<file path="config.mk">
export PLATFORM = sky130hd
export DESIGN_NAME = rtc_serial_clock
export DESIGN_NICKNAME = d
export VERILOG_FILES = /design/src/rtl/rtc_pkg.sv /design/src/rtl/rtc_pin_sync.sv /design/src/rtl/rtc_frame_engine.sv /design/src/rtl/rtc_regfile.sv /design/src/rtl/rtc_serial_clock.sv
export SDC_FILE = /design/constraint.sdc
export NUM_CORES = 1
export LEC_CHECK = 0
export ABC_AREA = 1
export CAP_MARGIN = 30
export CORE_MARGIN = 3
export CORE_UTILIZATION = 50
export DETAILED_ROUTE_END_ITERATION = 10
export HOLD_SLACK_MARGIN = 0.02
export PLACE_DENSITY_LB_ADDON = 0.15
export SKIP_LAST_GASP = 1
export SYNTH_ARGS = -nofsm -noshare
export SYNTH_HDL_FRONTEND = slang
export SYNTH_SLANG_ARGS = --single-unit
</file>
<file path="constraint.sdc">
create_clock -name clk -period 7.5 [get_ports clk]
set_input_delay 1.875 -clock clk [delete_from_list [all_inputs] [get_ports clk]]
set_output_delay 1.875 -clock clk [all_outputs]
set_load 0.01 [all_outputs]
</file>
<file path="src/rtl/rtc_pkg.sv">
// Shared address constants and the region type for the serial real-time clock.
// Assumes a 32-bit frame word and 24-bit register addresses.
package rtc_pkg;
    localparam int WORD_W = 32;
    localparam int ADDR_W = 24;

    localparam logic [ADDR_W-1:0] A_COUNT   = 24'h200000;
    localparam logic [ADDR_W-1:0] A_SNAP    = 24'h204000;
    localparam logic [ADDR_W-1:0] A_TMR_ON  = 24'h210000;
    localparam logic [ADDR_W-1:0] A_TMR_OFF = 24'h210001;
    localparam logic [ADDR_W-1:0] A_TEST    = 24'h210004;
    localparam logic [ADDR_W-1:0] A_CTRL0   = 24'h21000C;
    localparam logic [ADDR_W-1:0] A_CTRL1   = 24'h21000D;

    localparam int TEST_REGS    = 4;
    localparam int BIT_UNSTABLE = 11;
    localparam int BIT_LOWBAT   = 9;

    typedef enum logic [3:0] {
        RGN_NONE,
        RGN_COUNT,
        RGN_STORE,
        RGN_SNAP,
        RGN_TMR_ON,
        RGN_TMR_OFF,
        RGN_TEST,
        RGN_CTRL0,
        RGN_CTRL1
    } region_e;
endpackage

</file>
<file path="src/rtl/rtc_pin_sync.sv">
// Brings the serial pins into the clk domain and finds the rising edge of sclk.
// Assumes sclk half-periods are longer than STAGES+1 clk cycles.
module rtc_pin_sync #(
    parameter int STAGES = 2
) (
    input  logic clk,
    input  logic rst_n,
    input  logic sclk_i,
    input  logic cs_n_i,
    input  logic mosi_i,
    output logic sclk_rise_o,
    output logic frame_active_o,
    output logic mosi_o
);
    // Each stage holds {sclk, cs_n, mosi}.
    logic [2:0] chain [STAGES];
    logic       sclk_d;

    for (genvar g = 0; g < STAGES; g++) begin : g_stage
        if (g == 0) begin : g_first
            // Purpose: first capture of the raw pins.
            always_ff @(posedge clk) begin
                if (!rst_n) chain[0] <= 3'b010;
                else        chain[0] <= {sclk_i, cs_n_i, mosi_i};
            end
        end else begin : g_next
            // Purpose: later stage of the metastability chain.
            always_ff @(posedge clk) begin
                if (!rst_n) chain[g] <= 3'b010;
                else        chain[g] <= chain[g-1];
            end
        end
    end

    // Purpose: delayed sclk, used for edge detection.
    always_ff @(posedge clk) begin
        if (!rst_n) sclk_d <= 1'b0;
        else        sclk_d <= chain[STAGES-1][2];
    end

    assign sclk_rise_o    = chain[STAGES-1][2] & ~sclk_d;
    assign frame_active_o = ~chain[STAGES-1][1];
    assign mosi_o         = chain[STAGES-1][0];
endmodule

</file>
<file path="src/rtl/rtc_frame_engine.sv">
// Shifts in the command and data words, looks up read data when the command
// word completes, and shifts it out MSB first. Assumes synchronized inputs.
module rtc_frame_engine #(
    parameter int WORD_W = 32,
    parameter int ADDR_W = 24
) (
    input  logic              clk,
    input  logic              rst_n,
    input  logic              sclk_rise,
    input  logic              frame_active,
    input  logic              mosi_bit,
    input  logic [WORD_W-1:0] rd_data,
    output logic [ADDR_W-1:0] rd_addr,
    output logic              wr_valid,
    output logic [ADDR_W-1:0] wr_addr,
    output logic [WORD_W-1:0] wr_data,
    output logic              miso
);
    localparam int FRAME_BITS = 2 * WORD_W;
    localparam int CNT_W      = $clog2(FRAME_BITS + 1);
    localparam int HDR_W      = WORD_W - 8;

    logic [WORD_W-1:0] in_sr;
    logic [WORD_W-1:0] out_sr;
    logic [HDR_W-1:0]  cmd_q;
    logic [CNT_W-1:0]  bit_cnt;
    logic [WORD_W-1:0] shift_word;
    logic              take;
    logic              cmd_valid;

    assign shift_word = {in_sr[WORD_W-2:0], mosi_bit};
    assign take       = sclk_rise && frame_active && (bit_cnt < CNT_W'(FRAME_BITS));
    assign cmd_valid  = take && (bit_cnt == CNT_W'(WORD_W - 1));
    assign rd_addr    = {1'b0, shift_word[WORD_W-2:8]};
    assign wr_valid   = take && (bit_cnt == CNT_W'(FRAME_BITS - 1)) && cmd_q[HDR_W-1];
    assign wr_addr    = {1'b0, cmd_q[HDR_W-2:0]};
    assign wr_data    = shift_word;
    assign miso       = out_sr[WORD_W-1] & frame_active;

    // Purpose: input shift register, bit counter and command capture.
    always_ff @(posedge clk) begin
        if (!rst_n || !frame_active) begin
            in_sr   <= '0;
            bit_cnt <= '0;
            cmd_q   <= '0;
        end else if (take) begin
            in_sr   <= shift_word;
            bit_cnt <= bit_cnt + 1'b1;
            if (cmd_valid) cmd_q <= shift_word[WORD_W-1:8];
        end
    end

    // Purpose: load read data on command completion, then shift it out.
    always_ff @(posedge clk) begin
        if (!rst_n || !frame_active) begin
            out_sr <= '0;
        end else if (cmd_valid) begin
            out_sr <= shift_word[WORD_W-1] ? '0 : rd_data;
        end else if (take && bit_cnt >= CNT_W'(WORD_W)) begin
            out_sr <= {out_sr[WORD_W-2:0], 1'b0};
        end
    end
endmodule

</file>
<file path="src/rtl/rtc_regfile.sv">
// Address map with separate read and write permissions, the seconds counter,
// storage words, snapshot, timers, test words and supply-status flags.
// Assumes tick, pwr_fail and low_batt are synchronous to clk.
module rtc_regfile
    import rtc_pkg::*;
#(
    parameter int          SRAM_WORDS = 16,
    parameter logic [31:0] TEST_SEED  = 32'hA5C3_0000
) (
    input  logic              clk,
    input  logic              rst_n,
    input  logic [ADDR_W-1:0] rd_addr,
    output logic [WORD_W-1:0] rd_data,
    input  logic              wr_en,
    input  logic [ADDR_W-1:0] wr_addr,
    input  logic [WORD_W-1:0] wr_data,
    input  logic              tick,
    input  logic              pwr_fail,
    input  logic              low_batt,
    output logic [WORD_W-1:0] count_q,
    output logic              count_load,
    output logic [WORD_W-1:0] snap_q,
    output logic              snap_wr,
    output logic              unstable_q,
    output logic              ctl1_wr
);
    localparam int IDX_W  = (SRAM_WORDS > 1) ? $clog2(SRAM_WORDS) : 1;
    localparam int TIDX_W = $clog2(TEST_REGS);
    localparam logic [ADDR_W-1:0] A_STORE_LO = A_COUNT + 1;
    localparam logic [ADDR_W-1:0] A_STORE_HI = A_COUNT + ADDR_W'(SRAM_WORDS);

    logic [WORD_W-1:0] store [SRAM_WORDS];
    logic [WORD_W-1:0] tmr_on_q, tmr_off_q, ctl1_q;
    region_e           rd_rgn, wr_rgn;
    logic [IDX_W-1:0]  rd_idx, wr_idx;
    logic [TIDX_W-1:0] test_idx;
    logic              store_wr;

    function automatic region_e classify(input logic [ADDR_W-1:0] a);
        if (a == A_COUNT)                         return RGN_COUNT;
        if (a >= A_STORE_LO && a <= A_STORE_HI)   return RGN_STORE;
        if (a == A_SNAP)                          return RGN_SNAP;
        if (a == A_TMR_ON)                        return RGN_TMR_ON;
        if (a == A_TMR_OFF)                       return RGN_TMR_OFF;
        if (a >= A_TEST && a < A_TEST + ADDR_W'(TEST_REGS)) return RGN_TEST;
        if (a == A_CTRL0)                         return RGN_CTRL0;
        if (a == A_CTRL1)                         return RGN_CTRL1;
        return RGN_NONE;
    endfunction

    assign rd_rgn   = classify(rd_addr);
    assign wr_rgn   = wr_en ? classify(wr_addr) : RGN_NONE;
    assign rd_idx   = IDX_W'(rd_addr - A_STORE_LO);
    assign wr_idx   = IDX_W'(wr_addr - A_STORE_LO);
    assign test_idx = TIDX_W'(rd_addr - A_TEST);

    // Write permissions: test words and control0 are absent, so those writes drop.
    assign count_load = (wr_rgn == RGN_COUNT);
    assign store_wr   = (wr_rgn == RGN_STORE);
    assign snap_wr    = (wr_rgn == RGN_SNAP);
    assign ctl1_wr    = (wr_rgn == RGN_CTRL1);

    // Purpose: read multiplexer, returning zero for unmapped addresses.
    always_comb begin
        rd_data = '0;
        unique case (rd_rgn)
            RGN_COUNT:   rd_data = count_q;
            RGN_STORE:   rd_data = store[rd_idx];
            RGN_SNAP:    rd_data = snap_q;
            RGN_TMR_ON:  rd_data = tmr_on_q;
            RGN_TMR_OFF: rd_data = tmr_off_q;
            RGN_TEST:    rd_data = TEST_SEED + WORD_W'(test_idx);
            RGN_CTRL0: begin
                rd_data[BIT_UNSTABLE] = unstable_q;
                rd_data[BIT_LOWBAT]   = low_batt;
            end
            RGN_CTRL1:   rd_data = ctl1_q;
            default:     rd_data = '0;
        endcase
    end

    // Purpose: seconds counter; a load wins over a tick on the same edge.
    always_ff @(posedge clk) begin
        if (!rst_n)          count_q <= '0;
        else if (count_load) count_q <= wr_data;
        else if (tick)       count_q <= count_q + 1'b1;
    end

    // Purpose: storage words, including the bias slot.
    always_ff @(posedge clk) begin
        if (!rst_n) begin
            for (int i = 0; i < SRAM_WORDS; i++) store[i] <= '0;
        end else if (store_wr) begin
            store[wr_idx] <= wr_data;
        end
    end

    // Purpose: snapshot latch, timers and control1 storage.
    always_ff @(posedge clk) begin
        if (!rst_n) begin
            snap_q    <= '0;
            tmr_on_q  <= '0;
            tmr_off_q <= '0;
            ctl1_q    <= '0;
        end else begin
            if (snap_wr)                 snap_q    <= count_q;
            if (wr_rgn == RGN_TMR_ON)    tmr_on_q  <= wr_data;
            if (wr_rgn == RGN_TMR_OFF)   tmr_off_q <= wr_data;
            if (ctl1_wr)                 ctl1_q    <= wr_data;
        end
    end

    // Purpose: sticky unstable-power flag; a set wins over a clear.
    always_ff @(posedge clk) begin
        if (!rst_n)        unstable_q <= 1'b0;
        else if (pwr_fail) unstable_q <= 1'b1;
        else if (ctl1_wr)  unstable_q <= 1'b0;
    end
endmodule

</file>
<file path="src/rtl/rtc_serial_clock.sv">
// Top of the serial real-time clock: pin synchronizer, frame engine, register file.
// Assumes the host keeps each sclk half-period above SYNC_STAGES+1 clk cycles.
module rtc_serial_clock
    import rtc_pkg::*;
#(
    parameter int          SYNC_STAGES = 2,
    parameter int          SRAM_WORDS  = 16,
    parameter logic [31:0] TEST_SEED   = 32'hA5C3_0000
) (
    input  logic clk,
    input  logic rst_n,
    input  logic spi_sclk,
    input  logic spi_cs_n,
    input  logic spi_mosi,
    output logic spi_miso,
    input  logic tick_1hz,
    input  logic pwr_fail,
    input  logic low_batt
);
    logic              sclk_rise, frame_active, mosi_bit;
    logic [ADDR_W-1:0] rd_addr, wr_addr;
    logic [WORD_W-1:0] rd_data, wr_data;
    logic              wr_valid;
    logic [WORD_W-1:0] count_q, snap_q;
    logic              count_load, snap_wr, unstable_q, ctl1_wr;

    rtc_pin_sync #(.STAGES(SYNC_STAGES)) u_sync (
        .clk            (clk),
        .rst_n          (rst_n),
        .sclk_i         (spi_sclk),
        .cs_n_i         (spi_cs_n),
        .mosi_i         (spi_mosi),
        .sclk_rise_o    (sclk_rise),
        .frame_active_o (frame_active),
        .mosi_o         (mosi_bit)
    );

    rtc_frame_engine #(.WORD_W(WORD_W), .ADDR_W(ADDR_W)) u_frame (
        .clk          (clk),
        .rst_n        (rst_n),
        .sclk_rise    (sclk_rise),
        .frame_active (frame_active),
        .mosi_bit     (mosi_bit),
        .rd_data      (rd_data),
        .rd_addr      (rd_addr),
        .wr_valid     (wr_valid),
        .wr_addr      (wr_addr),
        .wr_data      (wr_data),
        .miso         (spi_miso)
    );

    rtc_regfile #(.SRAM_WORDS(SRAM_WORDS), .TEST_SEED(TEST_SEED)) u_regs (
        .clk        (clk),
        .rst_n      (rst_n),
        .rd_addr    (rd_addr),
        .rd_data    (rd_data),
        .wr_en      (wr_valid),
        .wr_addr    (wr_addr),
        .wr_data    (wr_data),
        .tick       (tick_1hz),
        .pwr_fail   (pwr_fail),
        .low_batt   (low_batt),
        .count_q    (count_q),
        .count_load (count_load),
        .snap_q     (snap_q),
        .snap_wr    (snap_wr),
        .unstable_q (unstable_q),
        .ctl1_wr    (ctl1_wr)
    );
endmodule

</file>
==> flow_summary.yaml, run 1 <==
global_routing:
  grt.overflow.total: 0
  grt_pass1_vias: 26400
  antenna_found_initial: 3
  grt_max_degree: 173
  grt_pass1_wl_um: 171000
  grt_usage_pct: 30.5
pwr:
  p_int_uw: 7050
  power_frac_comb_pct: 2.5
  p_per_area_mw_per_mm2: 231
  pwr-share-clk_pct: 45.0
  pwr-share-seq_pct: 52.5
  p_sw_uw: 1950
  swShare_pct: 21.6
  vdd_ir_drop_max_mv: 0.182
  p_leak_uw: 0.0143
clock_tree:
  path_clk_slew_ps: 60
  cts_root_buffer: "clkbuf_16"
  postCtsSetupBuffers: 0
  cts_max_level: 3
  cts_resized: 0
  cts_hold_buffers: 0
  cts_tree: "yes"
  numCtsBuffers: 84
  clk_latency_ps: 640
  cts.sinks: 774
  cts_max_path_buffers: 3
placement:
  place_ws_ps: 2180
  gp_congestion: 0.914
  io_buffers: 8
  dp_hpwl_um: 69900
timing:
  fin_tns_setup_ps: 0
  finalHoldViolCount: 0
  hold_ws_ps: 414
  rsz0062_at_grt: "no"
  max_slew_margin_pct: 29.2
  skew_ps: 14.6
  period_needed_ps: 4740
  setup_viol: 0
  fin_crit_sh_pct: 63.3
  worst_pin_slew_ps: 1060
  drv_slew: 0
  fmax_mhz: 211
  finalWorstSetupSlack_ps: 2760
layout:
  area_growth_pct: 8.70
  fin_util_pct: 55.2
  seq_area_mm2: 0.0206
  final_cell_mix: "nand2_1 (809), nor2_1 (730), nand3_1 (591)"
  n_fill_cell: 6369
  drive_gt1_share_pct: 6.65
  final_common_cell: "nand2_1"
  diodes: 0
  multiInputGateArea_mm2: 0.0132
  nNetsFinal: 4003
hold_path:
  hp-class: "flop to flop"
  min_path_cells: 2
  holdCritStartpoint: "u_sync.chain[0][0]"
  holdPathEnd: "u_sync.chain[1][0]"
yosys:
  ys_seq_area_share_pct: 57.6
  ys.warnings.count: 0
  syn-cell-area_mm2: 0.0358
  syn-instance-count: 4189
  synth_seq_cells: 774
  async_flop_share_pct: 0
  synth-edff-count: 512
  avgSynthCellArea_um2: 8.55
  synth.distinct_cells: 46
  synth_ff_type: "edfxtp_1"
  synth.net_count: 4202
worst_setup_path:
  path_cells: "inv_1 -> ha_4 -> inv_4 -> buf_4 -> nand3_1 -> nand3_1 -> nand2_1 -> nor2_1 -> a31oi_1 -> nand4_1 -> nand4_1 -> nand2_1 -> a21oi_1"
  crit_path_start_kind: "flop"
  reg2regPathDepth: 13
  path_delay_family: "buffers and inverters"
  cp.depth: 13
  timing.rr.start: "u_frame.in_sr[8]"
  cp.arrival_ps: 5300
  cp.buffers_inverters: 3
  path_max_fanout: 66
  cp_slowest_stage_delay_ps: 1030
  cp-end-kind: "flop"
  critPathKind: "flop to flop"
  required_ps: 8050
  reg2reg_setup_slack_ps: 2760
  r2r-end: "u_frame.out_sr[2]"
  crit_path_top_delay_cell: "ha_4"
drt:
  viasPerCell: 5.90
  wl_um: 116000
  dr.pass1.iters: 6
  ant_nets: 0
  post-route-drc-count: 0
  drtIter0Drc: 4514
  avgRoutedWirePerCell_um: 23.3
  via_count: 29400
run_status:
  status: "completed"
die:
  num_rows: 97
  die_area_mm2: 0.0749
  start_util_pct: 50.8
  die-height_um: 274
  core_area_mm2: 0.0705
  die_w_um: 274
  pin_count: 9
run:
  max-cap-violations: 0
area by class of cell:
type                       instances  share of cell area, %
clock buffer                     107                   5.99
clock inverter                    37                  0.733
inverter                         189                   1.85
multi-input combinational       2872                   33.8
sequential                       774                   53.0
tap                              940                   3.02
timing repair buffer              69                   1.61
stage by stage:
stage	power [uW]	cell area, um2	cells
floorplan	4930	35800	4189
global placement	5030	36200	4840
detailed placement	5040	36300	4844
CTS	9010	38900	4988
global route	9200	38900	4988
finish	8990	38900	4988
kinds of logic (layout without fill, tap and decap cells):
family / Yosys count / in the layout / synth area share, %
AO/OA/AOI/OAI: 527 / 527 / 7.73
XOR/XNOR: 34 / 34 / 0.831
adder cells (fa/ha/maj): 5 / 5 / 0.175
buffers and inverters: 543 / 402 / 6.12
flip-flops: 774 / 774 / 57.6
AND/OR/NAND/NOR: 2306 / 2306 / 27.6
layer usage:
| layer | track usage [%] | share of wire, % |
|---|---|---|
| met1 | 44.8 | 42 |
| met2 | 45.1 | 44 |
| met3 | 4.92 | 10 |
| met4 | 12.3 | 4.1 |
| met5 | 0 | 0.011 |
cells in the mapped netlist (all sizes together) (10+ instances only):
library cell / count / area (um2)
a21oi: 236 / 1180
xor2: 26 / 228
nand2: 840 / 3200
o21ai: 232 / 1160
inv: 184 / 693
a31oi: 25 / 156
clkbuf: 248 / 931
nand3: 596 / 3000
nand4: 89 / 557
nor3: 25 / 184
dfxtp: 262 / 5250
nor2: 745 / 2860
buf: 106 / 549
a22oi: 10 / 75.1
edfxtp: 512 / 15400
power groups by stage:
stage	Sequential [uW]	Combinational [uW]	Clock, uW
after floorplan	4800	136	0
after global placement	4810	224	0
after detailed placement	4810	226	0
after CTS	4720	227	4060
after global routing	4730	245	4230
final	4720	229	4050
worst max-delay path by stage:
stage                                to        startpoint  slack, ps
floorplan            u_regs.store[3][0]             rst_n       3390
global placement     u_regs.store[4][7]             rst_n       2220
detailed placement  u_regs.store[4][13]             rst_n       2180
CTS                   u_frame.out_sr[2]  u_frame.in_sr[8]       2830
global route         u_regs.store[4][5]  u_frame.cmd_q[0]       2540
finish                u_frame.out_sr[2]  u_frame.in_sr[8]       2760
state kept, by name, summed over array words and instances (netlist names):
signal,flops
u_regs.store,512
u_frame.out_sr,32
u_regs.count_q,32
u_regs.ctl1_q,32
u_regs.snap_q,32
u_regs.tmr_off_q,32
u_regs.tmr_on_q,32
u_frame.in_sr,31
u_frame.cmd_q,24
u_frame.bit_cnt,7
u_sync.chain,6
u_regs.unstable_q,1
u_sync.sclk_d,1
worst min-delay path, cell delays in order (launching register included):
cell     delay [ps]
dfxtp_1         300
nand2_1          50
inv_1            40
(Power assumes the default switching activity.)
==> inputs of run 2 (changes only) <==
==> constraint.sdc (replaced) <==
create_clock -name clk -period 4.3 [get_ports clk]
set_input_delay 1.075 -clock clk [delete_from_list [all_inputs] [get_ports clk]]
set_output_delay 1.075 -clock clk [all_outputs]
set_load 0.01 [all_outputs]
==> run 2 against run 1 <==
Final cell count up 1.5%. Final area up 1.9%. Hold slack worse by 3.8 ps. Power up 75%. Count of clock-buffer cells in the layout up 10. Via count up 1.1%. Die area unchanged. Sequential power up 74%. Maximum frequency up 37%. Critical path type unchanged. Largest power group unchanged. Highest routed layer is now met4.
==> flow_summary.yaml, run 2 (synthesized netlist as in run 1, its figures left out) <==
pwr:
  swShare_pct: 21.7
  p_leak_uw: 0.0147
  power_frac_comb_pct: 2.7
  p_sw_uw: 3420
  pwr-share-clk_pct: 45.2
  power.total_uw: 15800
  p_int_uw: 12400
  p_per_area_mw_per_mm2: 398
  vdd_ir_drop_max_mv: 0.306
  pwr-share-seq_pct: 52.1
global_routing:
  grt_pass1_vias: 27500
  grt_pass1_wl_um: 175000
  antenna_found_initial: 2
  grt_usage_pct: 31.1
  grt_max_degree: 178
  grt.overflow.total: 0
timing:
  fmax_mhz: 289
  hold_ws_ps: 410
  finalHoldViolCount: 0
  period_needed_ps: 3460
  rsz0062_at_grt: "no"
  fin_tns_setup_ps: 0
  fin_crit_sh_pct: 80.4
  setup_viol: 0
  worst_pin_slew_ps: 995
  finalWorstSetupSlack_ps: 841
  skew_ps: 18.6
  max_slew_margin_pct: 33.3
  drv_slew: 0
layout:
  final_cell_mix: "nand2_1 (809), nor2_1 (730), nand3_1 (592)"
  diodes: 0
  area_growth_pct: 10.7
  drive_gt1_share_pct: 8.03
  final_common_cell: "nand2_1"
  n_fill_cell: 6407
  top_register: "u_regs.store"
  nNetsFinal: 4067
  seq_area_mm2: 0.0206
  multiInputGateArea_mm2: 0.0131
  largest_reg_flops: 512
  stdcell_area_mm2: 0.0397
clock_tree:
  cts_tree: "yes"
  clk_latency_ps: 640
  path_clk_slew_ps: 60
  cts_resized: 0
  cts_max_level: 3
  cts.sinks: 774
  numCtsBuffers: 83
  cts_root_buffer: "clkbuf_16"
  cts_max_path_buffers: 3
  cts_hold_buffers: 0
  postCtsSetupBuffers: 0
placement:
  gp_congestion: 0.927
  io_buffers: 8
  placed_area_mm2: 0.0370
  dp_hpwl_um: 72300
  place_ws_ps: 850
die:
  core_area_mm2: 0.0705
  pin_count: 9
  start_util_pct: 50.8
  die_w_um: 274
  die-height_um: 274
  num_rows: 97
  die_area_mm2: 0.0749
hold_path:
  holdPathEnd: "u_sync.chain[1][0]"
  hp-class: "flop to flop"
  min_path_cells: 2
  holdCritStartpoint: "u_sync.chain[0][0]"
worst_setup_path:
  cp-end-kind: "flop"
  crit_path_start_kind: "flop"
  critPathKind: "flop to flop"
  reg2reg_setup_slack_ps: 840
  cp.arrival_ps: 4030
  timing.rr.start: "u_frame.in_sr[8]"
  path_max_fanout: 41
  required_ps: 4870
  reg2regPathDepth: 13
  r2r-end: "u_frame.out_sr[19]"
drt:
  post-route-drc-count: 0
  avgRoutedWirePerCell_um: 23.2
  viasPerCell: 5.88
  ant_nets: 0
  drtIter0Drc: 4305
  wl_um: 117000
  via_count: 29700
  dr.pass1.iters: 8
run:
  max-cap-violations: 0
run_status:
  status: "completed"
[run 2: changes by cell type in the layout (fill, tap and decap cells not counted), sizes merged]
cell,delta
buf,+65
clkbuf,+10
clkinv,-7
inv,+6
bufinv,-1
[run 2: metal layers]
layer | track usage [%] | vias up | wire [um]
met1 | 43.9 | 14200 | 48300
li1 | - | 13800 | -
met4 | 12.0 | 0 | 4760
met5 | 0 | - | 0
met3 | 6.78 | 238 | 12700
met2 | 46.7 | 1491 | 51700
[run 2: power groups by stage]
stage	sequential (uW)	combinational, uW	clock, uW
after floorplan	8370	238	0
final	8220	419	7140
after detailed placement	8380	416	0
after global routing	8250	452	7510
after global placement	8380	410	0
after CTS	8220	417	7190
[run 2: area by class of cell]
type | count | share of cell area, %
Clock buffer | 117 | 6.08
Inverter | 189 | 1.82
Sequential cell | 774 | 52.0
Multi-Input combinational cell | 2872 | 33.2
Clock inverter | 35 | 0.691
Timing Repair Buffer | 134 | 3.28
Tap cell | 940 | 2.97
[run 2: per-stage QoR]
stage / std cells / util [%]
after floorplan: 4189 / -
after global placement: 4902 / 52.2
after detailed placement: 4909 / 52.4
after CTS: 5061 / 56.2
after global routing: 5061 / 56.2
final: 5061 / 56.2
[run 2: worst max path at each step]
stage,slack (ps),end,from
finish,840,u_frame.out_sr[19],u_frame.in_sr[8]
global route,730,u_frame.out_sr[19],u_frame.in_sr[8]
CTS,850,u_frame.out_sr[19],u_frame.in_sr[8]
detailed placement,850,u_frame.out_sr[19],u_frame.in_sr[8]
global placement,930,u_frame.out_sr[19],u_frame.in_sr[8]
floorplan,990,u_regs.store[3][0],rst_n
[run 2: worst max-delay path, cell delays in order, from the launching register on]
cell	delay [ps]
dfxtp_1	430
inv_1	240
ha_4	320
inv_4	320
buf_12	290
a21oi_1	70
a22o_1	240
o21ai_0	530
nand2_1	250
nand2_1	190
nand4_1	180
nand4_1	120
nand2_1	60
a21oi_1	130
